## src/rtl/sbs_pkg.sv

```systemverilog
package sbs_pkg;

    localparam int ADDR_W = 16;
    localparam int BYTE_W = 8;
    localparam int WORD_W = 2 * BYTE_W;
    localparam int OP_W   = 3;
    localparam int STEP_W = 2;

    typedef enum logic [OP_W-1:0] {
        OP_JREL = 3'd0,
        OP_JABS = 3'd1,
        OP_CALL = 3'd2,
        OP_RET  = 3'd3,
        OP_PUSH = 3'd4,
        OP_POP  = 3'd5
    } seq_op_e;

    typedef struct packed {
        logic              req;
        logic              we;
        logic [ADDR_W-1:0] addr;
        logic [BYTE_W-1:0] wdata;
    } mem_cmd_t;

    function automatic logic op_legal(input logic [OP_W-1:0] code);
        return code <= 3'd5;
    endfunction

    // index of the final byte access of each operation
    function automatic logic [STEP_W-1:0] op_last_step(input seq_op_e op);
        case (op)
            OP_JREL: return 2'd0;
            OP_CALL: return 2'd3;
            default: return 2'd1;
        endcase
    endfunction

    // the call writes its return word during its first two accesses
    function automatic logic step_is_write(input seq_op_e op, input logic [STEP_W-1:0] st);
        return (op == OP_PUSH) || (op == OP_CALL && !st[1]);
    endfunction

    function automatic logic step_uses_sp(input seq_op_e op, input logic [STEP_W-1:0] st);
        return (op == OP_PUSH) || (op == OP_POP) || (op == OP_RET) ||
               (op == OP_CALL && !st[1]);
    endfunction

    // the read that brings in the low byte of a two-byte word
    function automatic logic step_low_read(input seq_op_e op, input logic [STEP_W-1:0] st);
        return (op != OP_JREL) && !step_is_write(op, st) && !st[0];
    endfunction

    function automatic logic [ADDR_W-1:0] sext_byte(input logic [BYTE_W-1:0] b);
        return {{(ADDR_W-BYTE_W){b[BYTE_W-1]}}, b};
    endfunction

endpackage

```

## src/rtl/sbs_ctrl.sv

```systemverilog
module sbs_ctrl
    import sbs_pkg::*;
(
    input  logic              clk,
    input  logic              rst,
    input  logic              start,
    input  logic [OP_W-1:0]   op_code,
    input  logic              mem_ready,
    output logic              busy,
    output seq_op_e           op_q,
    output logic [STEP_W-1:0] step,
    output logic              accept,
    output logic              fire,
    output logic              last,
    output logic              done
);

    logic              busy_q;
    logic [STEP_W-1:0] step_q;
    logic              done_q;

    assign accept = start && !busy_q && op_legal(op_code);
    assign fire   = busy_q && mem_ready;
    assign last   = fire && (step_q == op_last_step(op_q));
    assign busy   = busy_q;
    assign step   = step_q;
    assign done   = done_q;

    always_ff @(posedge clk) begin
        if (rst) begin
            busy_q <= 1'b0;
            step_q <= '0;
            op_q   <= OP_JREL;
            done_q <= 1'b0;
        end else begin
            done_q <= last;
            if (accept) begin
                busy_q <= 1'b1;
                step_q <= '0;
                op_q   <= seq_op_e'(op_code);
            end else if (last) begin
                busy_q <= 1'b0;
            end else if (fire) begin
                step_q <= step_q + 2'd1;
            end
        end
    end

endmodule

```

## src/rtl/sbs_datapath.sv

```systemverilog
module sbs_datapath
    import sbs_pkg::*;
#(
    parameter logic [ADDR_W-1:0] PC_RESET = '0,
    parameter logic [ADDR_W-1:0] SP_RESET = '0
) (
    input  logic              clk,
    input  logic              rst,
    input  logic              accept,
    input  logic [OP_W-1:0]   op_code,
    input  logic              busy,
    input  seq_op_e           op_q,
    input  logic [STEP_W-1:0] step,
    input  logic              fire,
    input  logic              last,
    input  logic [WORD_W-1:0] push_data,
    input  logic [BYTE_W-1:0] mem_rdata,
    output logic [ADDR_W-1:0] pc,
    output logic [ADDR_W-1:0] sp,
    output logic [WORD_W-1:0] pop_data,
    output mem_cmd_t          cmd
);

    logic [ADDR_W-1:0] pc_q, sp_q;
    logic [WORD_W-1:0] wval_q, pop_q;
    logic [BYTE_W-1:0] rlo_q;
    seq_op_e           op_new;
    logic [WORD_W-1:0] rword;

    assign op_new = seq_op_e'(op_code);
    assign rword  = {mem_rdata, rlo_q};

    always_ff @(posedge clk) begin
        if (rst) begin
            pc_q   <= PC_RESET;
            sp_q   <= SP_RESET;
            wval_q <= '0;
            pop_q  <= '0;
            rlo_q  <= '0;
        end else begin
            if (accept) begin
                wval_q <= (op_new == OP_CALL) ? pc_q + 16'd2 : push_data;
                if (op_new == OP_PUSH || op_new == OP_CALL)
                    sp_q <= sp_q - 16'd2;
            end
            if (fire && step_low_read(op_q, step))
                rlo_q <= mem_rdata;
            if (last) begin
                case (op_q)
                    OP_JREL: pc_q <= pc_q + sext_byte(mem_rdata) + 16'd1;
                    OP_JABS,
                    OP_CALL: pc_q <= rword;
                    OP_RET: begin
                        pc_q <= rword;
                        sp_q <= sp_q + 16'd2;
                    end
                    OP_POP: begin
                        pop_q <= rword;
                        sp_q  <= sp_q + 16'd2;
                    end
                    default: ;
                endcase
            end
        end
    end

    always_comb begin
        cmd.req   = busy;
        cmd.we    = busy && step_is_write(op_q, step);
        cmd.addr  = (step_uses_sp(op_q, step) ? sp_q : pc_q) + {{(ADDR_W-1){1'b0}}, step[0]};
        cmd.wdata = step[0] ? wval_q[WORD_W-1:BYTE_W] : wval_q[BYTE_W-1:0];
    end

    assign pc       = pc_q;
    assign sp       = sp_q;
    assign pop_data = pop_q;

endmodule

```

## src/rtl/stack_branch_seq.sv

```systemverilog
module stack_branch_seq
    import sbs_pkg::*;
#(
    parameter logic [15:0] PC_RESET = 16'h0000,
    parameter logic [15:0] SP_RESET = 16'h0000
) (
    input  logic        clk,
    input  logic        rst,
    input  logic        start,
    input  logic [2:0]  op_code,
    input  logic [15:0] push_data,
    output logic [15:0] pc,
    output logic [15:0] sp,
    output logic [15:0] pop_data,
    output logic        done,
    output logic        mem_req,
    output logic        mem_we,
    output logic [15:0] mem_addr,
    output logic [7:0]  mem_wdata,
    input  logic [7:0]  mem_rdata,
    input  logic        mem_ready
);

    logic              busy, accept, fire, last;
    seq_op_e           op_q;
    logic [STEP_W-1:0] step;
    mem_cmd_t          cmd;

    sbs_ctrl u_ctrl (
        .clk       (clk),
        .rst       (rst),
        .start     (start),
        .op_code   (op_code),
        .mem_ready (mem_ready),
        .busy      (busy),
        .op_q      (op_q),
        .step      (step),
        .accept    (accept),
        .fire      (fire),
        .last      (last),
        .done      (done)
    );

    sbs_datapath #(
        .PC_RESET (PC_RESET),
        .SP_RESET (SP_RESET)
    ) u_dp (
        .clk       (clk),
        .rst       (rst),
        .accept    (accept),
        .op_code   (op_code),
        .busy      (busy),
        .op_q      (op_q),
        .step      (step),
        .fire      (fire),
        .last      (last),
        .push_data (push_data),
        .mem_rdata (mem_rdata),
        .pc        (pc),
        .sp        (sp),
        .pop_data  (pop_data),
        .cmd       (cmd)
    );

    assign mem_req   = cmd.req;
    assign mem_we    = cmd.we;
    assign mem_addr  = cmd.addr;
    assign mem_wdata = cmd.wdata;

endmodule

```

## config.mk

```make
export PLATFORM = sky130hd
export DESIGN_NAME = stack_branch_seq
export DESIGN_NICKNAME = d
export VERILOG_FILES = /design/src/rtl/sbs_pkg.sv /design/src/rtl/sbs_ctrl.sv /design/src/rtl/sbs_datapath.sv /design/src/rtl/stack_branch_seq.sv
export SDC_FILE = /design/constraint.sdc
export NUM_CORES = 1
export LEC_CHECK = 0
export CORE_ASPECT_RATIO = 0.8
export CORE_MARGIN = 3
export CORE_UTILIZATION = 39
export CTS_BUF_LIST = sky130_fd_sc_hd__clkbuf_8
export DETAILED_ROUTE_END_ITERATION = 7
export GPL_ROUTABILITY_DRIVEN = 0
export PLACE_DENSITY = 0.64
export SLEW_MARGIN = 25
export SYNTH_ARGS = -nofsm -noshare
export SYNTH_HDL_FRONTEND = slang
export SYNTH_SLANG_ARGS = --single-unit
```

## constraint.sdc

```tcl
create_clock -name clk -period 4.73 [get_ports clk]
set_clock_uncertainty 0.05 [all_clocks]
set_input_delay 0.946 -clock clk [delete_from_list [all_inputs] [get_ports clk]]
set_output_delay 0.946 -clock clk [all_outputs]
set_load 0.02 [all_outputs]
```

* Word-level counts from Yosys, hierarchy flattened
Index checks and enable logic that the tools add are counted.
Storage, ports and cells: word-level logic and storage cells 65, bits in registers 79, input port bits 31, output and inout bits 75
Operators by class: equal/unequal tests 8, add/subtract/negate cells 7, bitwise gates (word level) 1, multiplexer cells 11, magnitude comparators 1, reduce and logical (&&, ||, !) cells 28
Operators with widths (number):
- $mux 16 | 6
- $add 16x2->16 const B | 2
- $pmux 16 s2 | 1
- $add 16x1->16 | 1
- $add 16x1->16 const B | 1
- $add 16x16->16 | 1
- $sub 16x2->16 const B | 1
- $eq 3x2->1 const B | 3
- $eq 3x3->1 const B | 3
- $logic_and 1x1->1 | 9
- $mux 8 | 1
- $reduce_and 2->1 | 3
- $logic_or 1x1->1 | 5
- $logic_not 1->1 | 4
- $pmux 2 s2 | 1
- $reduce_bool 2->1 | 2
- $reduce_or 2->1 | 2
- $eq 3x1->1 const B | 1
- $le 3x3->1 const B | 1
- $logic_not 3->1 | 1
- $reduce_bool 3->1 | 1
- $reduce_or 3->1 | 1
- $add 2x1->2 const B | 1
- $eq 2x2->1 | 1
- 2 further kinds | 3

* Logic depth before layout (Yosys ltp)
word-level depth 7, mapped depth 16, gate-level depth less buffers 11

* Modules after synthesis
From an unflattened synthesis, not the netlist that was laid out.
Unflattened totals: cells, all modules 675, area, all modules 5247.5 µm²
By module, submodules not included:
- sbs_datapath | times used 1, area each 4887.2 µm², cells each 634
- sbs_ctrl | times used 1, area each 360.3 µm², cells each 41

* Worst setup path before layout
OpenSTA, ideal clock, no wires.
path type register -> output, start point register u_ctrl.op_q[2], end point output mem_addr[12], cell stages (with the launch flop) 17, required time 3.734 ns, arrival 3.378 ns, slack 0.356 ns, cell sequence dfxtp_1 buf_2 buf_6 buf_4 nor3b_1 ha_1 buf_2 buf_2 a211oi_2 buf_2 and2_1 ha_1 ha_1 nand3_2 nor4b_2 xnor2_1 mux2i_1
On the way: cells in the longest elaborated chain, start to end 6, elaborated cells on any way between the ends 10, those cells by class 1 x add/sub; 4 x eq/ne; 1 x mux; 4 x reduce/logical
Ends and longest elaborated chain:
- start: declaration | line sbs_ctrl.sv:10 | output seq_op_e op_q,
- start signal: assignment | line sbs_ctrl.sv:40 | op_q <= seq_op_e'(op_code);
- $eq 3x3->1 | line sbs_pkg.sv:44 | return (op == OP_PUSH) || (op == OP_POP) || (op == OP_RET) ||
- $logic_or 1x1->1 (2 in a row) | line sbs_pkg.sv:44
- $logic_or 1x1->1 (*) | line sbs_pkg.sv:44
- $mux 16 (*) | line sbs_datapath.sv:70 | cmd.addr = (step_uses_sp(op_q, step) ? sp_q : pc_q) + {{(ADDR_W-1){1'b0}}, step[0]};
- $add 16x1->16 (*) | line sbs_datapath.sv:70
- end: declaration | line stack_branch_seq.sv:18 | output logic [15:0] mem_addr,
Every way passes the cells marked *; elsewhere a longest branch is shown, timed or not.

* Final worst setup path
Same ends and word-level chain as after synthesis.

==> impl_metrics.json <==
{
  "area_growth_pct": 26.5,
  "p_comb_share_pct": 28.2,
  "drtPass1Iterations": 5,
  "diodes": 0,
  "worstSetupPathType": "reg2out",
  "leakagePower_nw": 2.43,
  "drc": 0,
  "min_path_type": "reg2reg",
  "grt_use_total_pct": 22.1,
  "p_total_mw": 1.73,
  "h-tree-depth": 3,
  "cts.clk_slew.worst_paths_ns": 0.09,
  "grt_max_degree": 45,
  "core_sq_um": 13100,
  "period_share_pct": 94.8,
  "min_from": "u_dp.wval_q[14]",
  "async_flop_share_pct": 0,
  "numCtsBuffers": 9,
  "startpoint": "u_ctrl.op_q[2]",
  "final_common_cell": "clkdlybuf4s50_1",
  "worst_setup_path_start_kind": "flop",
  "hold_depth": 2,
  "numClockSinks": 78,
  "slowest_stage": "clkdlybuf4s50_1",
  "critPathTopFamily": "buffers and inverters",
  "synth_edf_count": 0,
  "power-per-cell-area_nw_per_um2": 258,
  "worst_slew_pin_slew_ns": 0.968,
  "ys_top_cells_by_area": "dfxtp_1 (30%), xnor2_1 (7.3%), nand2_1 (6.4%), a21oi_1 (5.8%), nor2_1 (5.4%)",
  "io_buffers": 104,
  "synthDistinctLibCells": 67,
  "end_kind": "primary output",
  "yosysSeqAreaShare_pct": 29.5,
  "die_h_microns": 110,
  "worst_path_largest_cell_delay_ns": 0.64,
  "wl_per_cell_microns": 17.6,
  "path_buf_inv": 2,
  "grt_overflow": 0,
  "mostFrequentLayoutCells": "clkdlybuf4s50_1 (103), nand2_1 (90), dfxtp_1 (78), nor2_1 (76), a21oi_1 (61)",
  "switching_share_pct": 36.0,
  "crit_arrival_ns": 3.49,
  "clock_path_buffers": 2,
  "pwr-share-clk_pct": 28.8,
  "ios": 106,
  "yosysTopAreaCell": "dfxtp_1",
  "reg2reg_to": "u_dp.pc[13]",
  "hold_ws_ns": 0.408,
  "grt_antenna_before_repair": 0,
  "start_util_pct": 40.5,
  "status": "completed",
  "syn_avg_cell_area_sq_um": 7.77,
  "path_cells": "buf_4, nor2b_1, a211oi_2, and2_1, ha_1, ha_1, nand3_2, nor4b_2, xnor2_1, mux2i_1, clkdlybuf4s50_1",
  "hold_violations": 0,
  "drt_iter0_drc": 455,
  "post-route-min-period_ns": 4.48,
  "routed_wl_microns": 16700,
  "hpwl_microns": 12000,
  "slew_headroom_pct": 35.2,
  "nets": 819,
  "die-area_sq_um": 15000,
  "crit_fanout": 28,
  "r2r_start": "u_dp.pc[1]",
  "layout-drive-gt1-share_pct": 8.69,
  "grt_pass1_wl_microns": 26100,
  "vdd_drop_max_v": 0.000143,
  "holdBufCountCts": 0,
  "cap_violations": 0,
  "rsz0062_at_grt": "false",
  "finalNonFillerCells": 946,
  "setup_viol": 0,
  "switchingPower_mw": 0.622,
  "min_to": "u_dp.wval_q[14]",
  "yosys.area.top_type_share_pct": 29.5,
  "vias": 5340,
  "vias_per_cell": 5.64,
  "synth_area_sq_um": 5290,
  "cp_common_cell": "ha_1",
  "synth_ff_type": "dfxtp_1",
  "fp-row-count": 37,
  "slew_violations": 0,
  "synth_fp_nets": 734,
  "cts_tree": "yes",
  "fill_cells": 1279,
  "r2r_cells": 9,
  "p_int_mw": 1.10,
  "synth_cells": 681,
  "critPathRequiredTime_ns": 3.73,
  "drtAntennaViolNets": 0,
  "clkLatencyLatePin_ns": 0.37,
  "die_w_microns": 136,
  "tns_ns": 0,
  "grt_pass1_vias": 4917,
  "yosys_warnings": 0,
  "ys_ff_latch": 78,
  "fmax_ghz": 0.223,
  "placed_cells": 927,
  "root_buffer": "clkbuf_8",
  "seqPwrFrac_pct": 43.1,
  "r2r_setup_slack_ns": 1.68
}
## worst max-delay path by stage
stage          slack [ns]      endpoint  cells after the start
2_1_floorplan        0.36  mem_addr[12]                     16
3_3_place_gp         0.52  mem_addr[13]                     10
3_5_place_dp         0.39  mem_addr[13]                     10
4_1_cts              0.07  mem_addr[12]                     10
5_1_grt             0.005  mem_addr[12]                     11
6_report             0.25  mem_addr[12]                     11
## power by group through the flow
stage / sequential [mW] / combinational [mW] / clock, mW
5_1_grt: 0.749 / 0.529 / 0.530
2_1_floorplan: 0.756 / 0.298 / 0
3_5_place_dp: 0.757 / 0.477 / 0
6_report: 0.743 / 0.486 / 0.497
3_3_place_gp: 0.756 / 0.469 / 0
4_1_cts: 0.743 / 0.480 / 0.508
## cell type report
class | instances | area (sq um) | share of cell area [%]
clock buffer | 9 | 124 | 1.85
tap | 175 | 219 | 3.27
multi-input combinational | 539 | 3490 | 52.2
timing repair buffer | 123 | 1180 | 17.6
sequential | 78 | 1560 | 23.3
clock inverter | 7 | 62.6 | 0.935
inverter | 15 | 56.3 | 0.841
## layer usage
layer	routed length [microns]	track usage (%)	share of wire (%)	vias up
met1	8210	32.6	49	2499
li1	-	-	-	2596
met4	172	5.68	1.0	0
met2	6950	33.1	42	230
met3	1350	4.22	8.1	15
met5	0	0	0	-
## tightest hold or removal path: stages, from the launching register on
cell and delay, ns:
dfxtp_1 0.32, nand2_1 0.05, a21oi_1 0.05
## what timing repair did
item,in CTS,in global routing
buffers inserted,0,3
pin swaps,0,2
endpoints found under the hold margin,0,0
endpoints found under the setup margin,2,9
resized for setup,1,4
## Yosys cell counts, types with 3 or more instances
cell type and instances:
buf_1 3, a41oi_1 3, o21ai_1 5, or3b_1 3
o311a_1 3, mux2_2 8, nand4b_1 3, a211oi_1 14
or3_1 4, a31oi_1 5, dfxtp_1 78, ha_1 21
xor2_1 16, buf_2 7, xnor2_1 44, mux2i_1 15
o21ai_0 12, a22oi_1 6, a21o_1 9, nand2b_1 5
o221ai_1 8, o211ai_1 4, a21oi_1 61, o22ai_1 3
nor4_1 4, nor3_2 3, nand2_1 90, a311oi_1 5
nor2_1 76, buf_4 3, nor2b_1 6, clkbuf_1 35
o31ai_1 3, nor3b_1 3, and3_1 8, nand4_1 6
nor3_1 24, a211o_1 4, inv_1 13, nand3_1 19
and4_1 4
## state kept, by name, indices dropped and copies added, names as in the netlist
signal / count
u_ctrl.busy: 1
u_ctrl.step: 2
u_ctrl.op_q: 3
u_ctrl.done: 1
u_dp.rlo_q: 8
u_dp.pc: 16
u_dp.sp: 15
u_dp.pop_data: 16
u_dp.wval_q: 16
## per-stage QoR
step                      cell area, sq um  utilization, %  setup WS [ns]
after floorplan                       5290               -          0.356
after global placement                6450            49.4          0.523
after detailed placement              6450            49.4          0.394
after CTS                             6650            50.9         0.0654
after global routing                  6690            51.3        0.00549
final                                 6690            51.3          0.248
## logic make-up (layout without fill, tap and decap cells)
group           after synthesis  after routing  share of synthesized area (%)
simple gates                271            271                           24.7
compound gates              162            162                           20.9
flops                        78             78                           29.5
buf+inv                      64            154                           5.06
xor+xnor                     60             60                           9.93
mux                          23             23                           4.54
fa+ha+maj                    22             22                           5.34
other cells                   1              1                         0.0709
(Power assumes the default switching activity.)
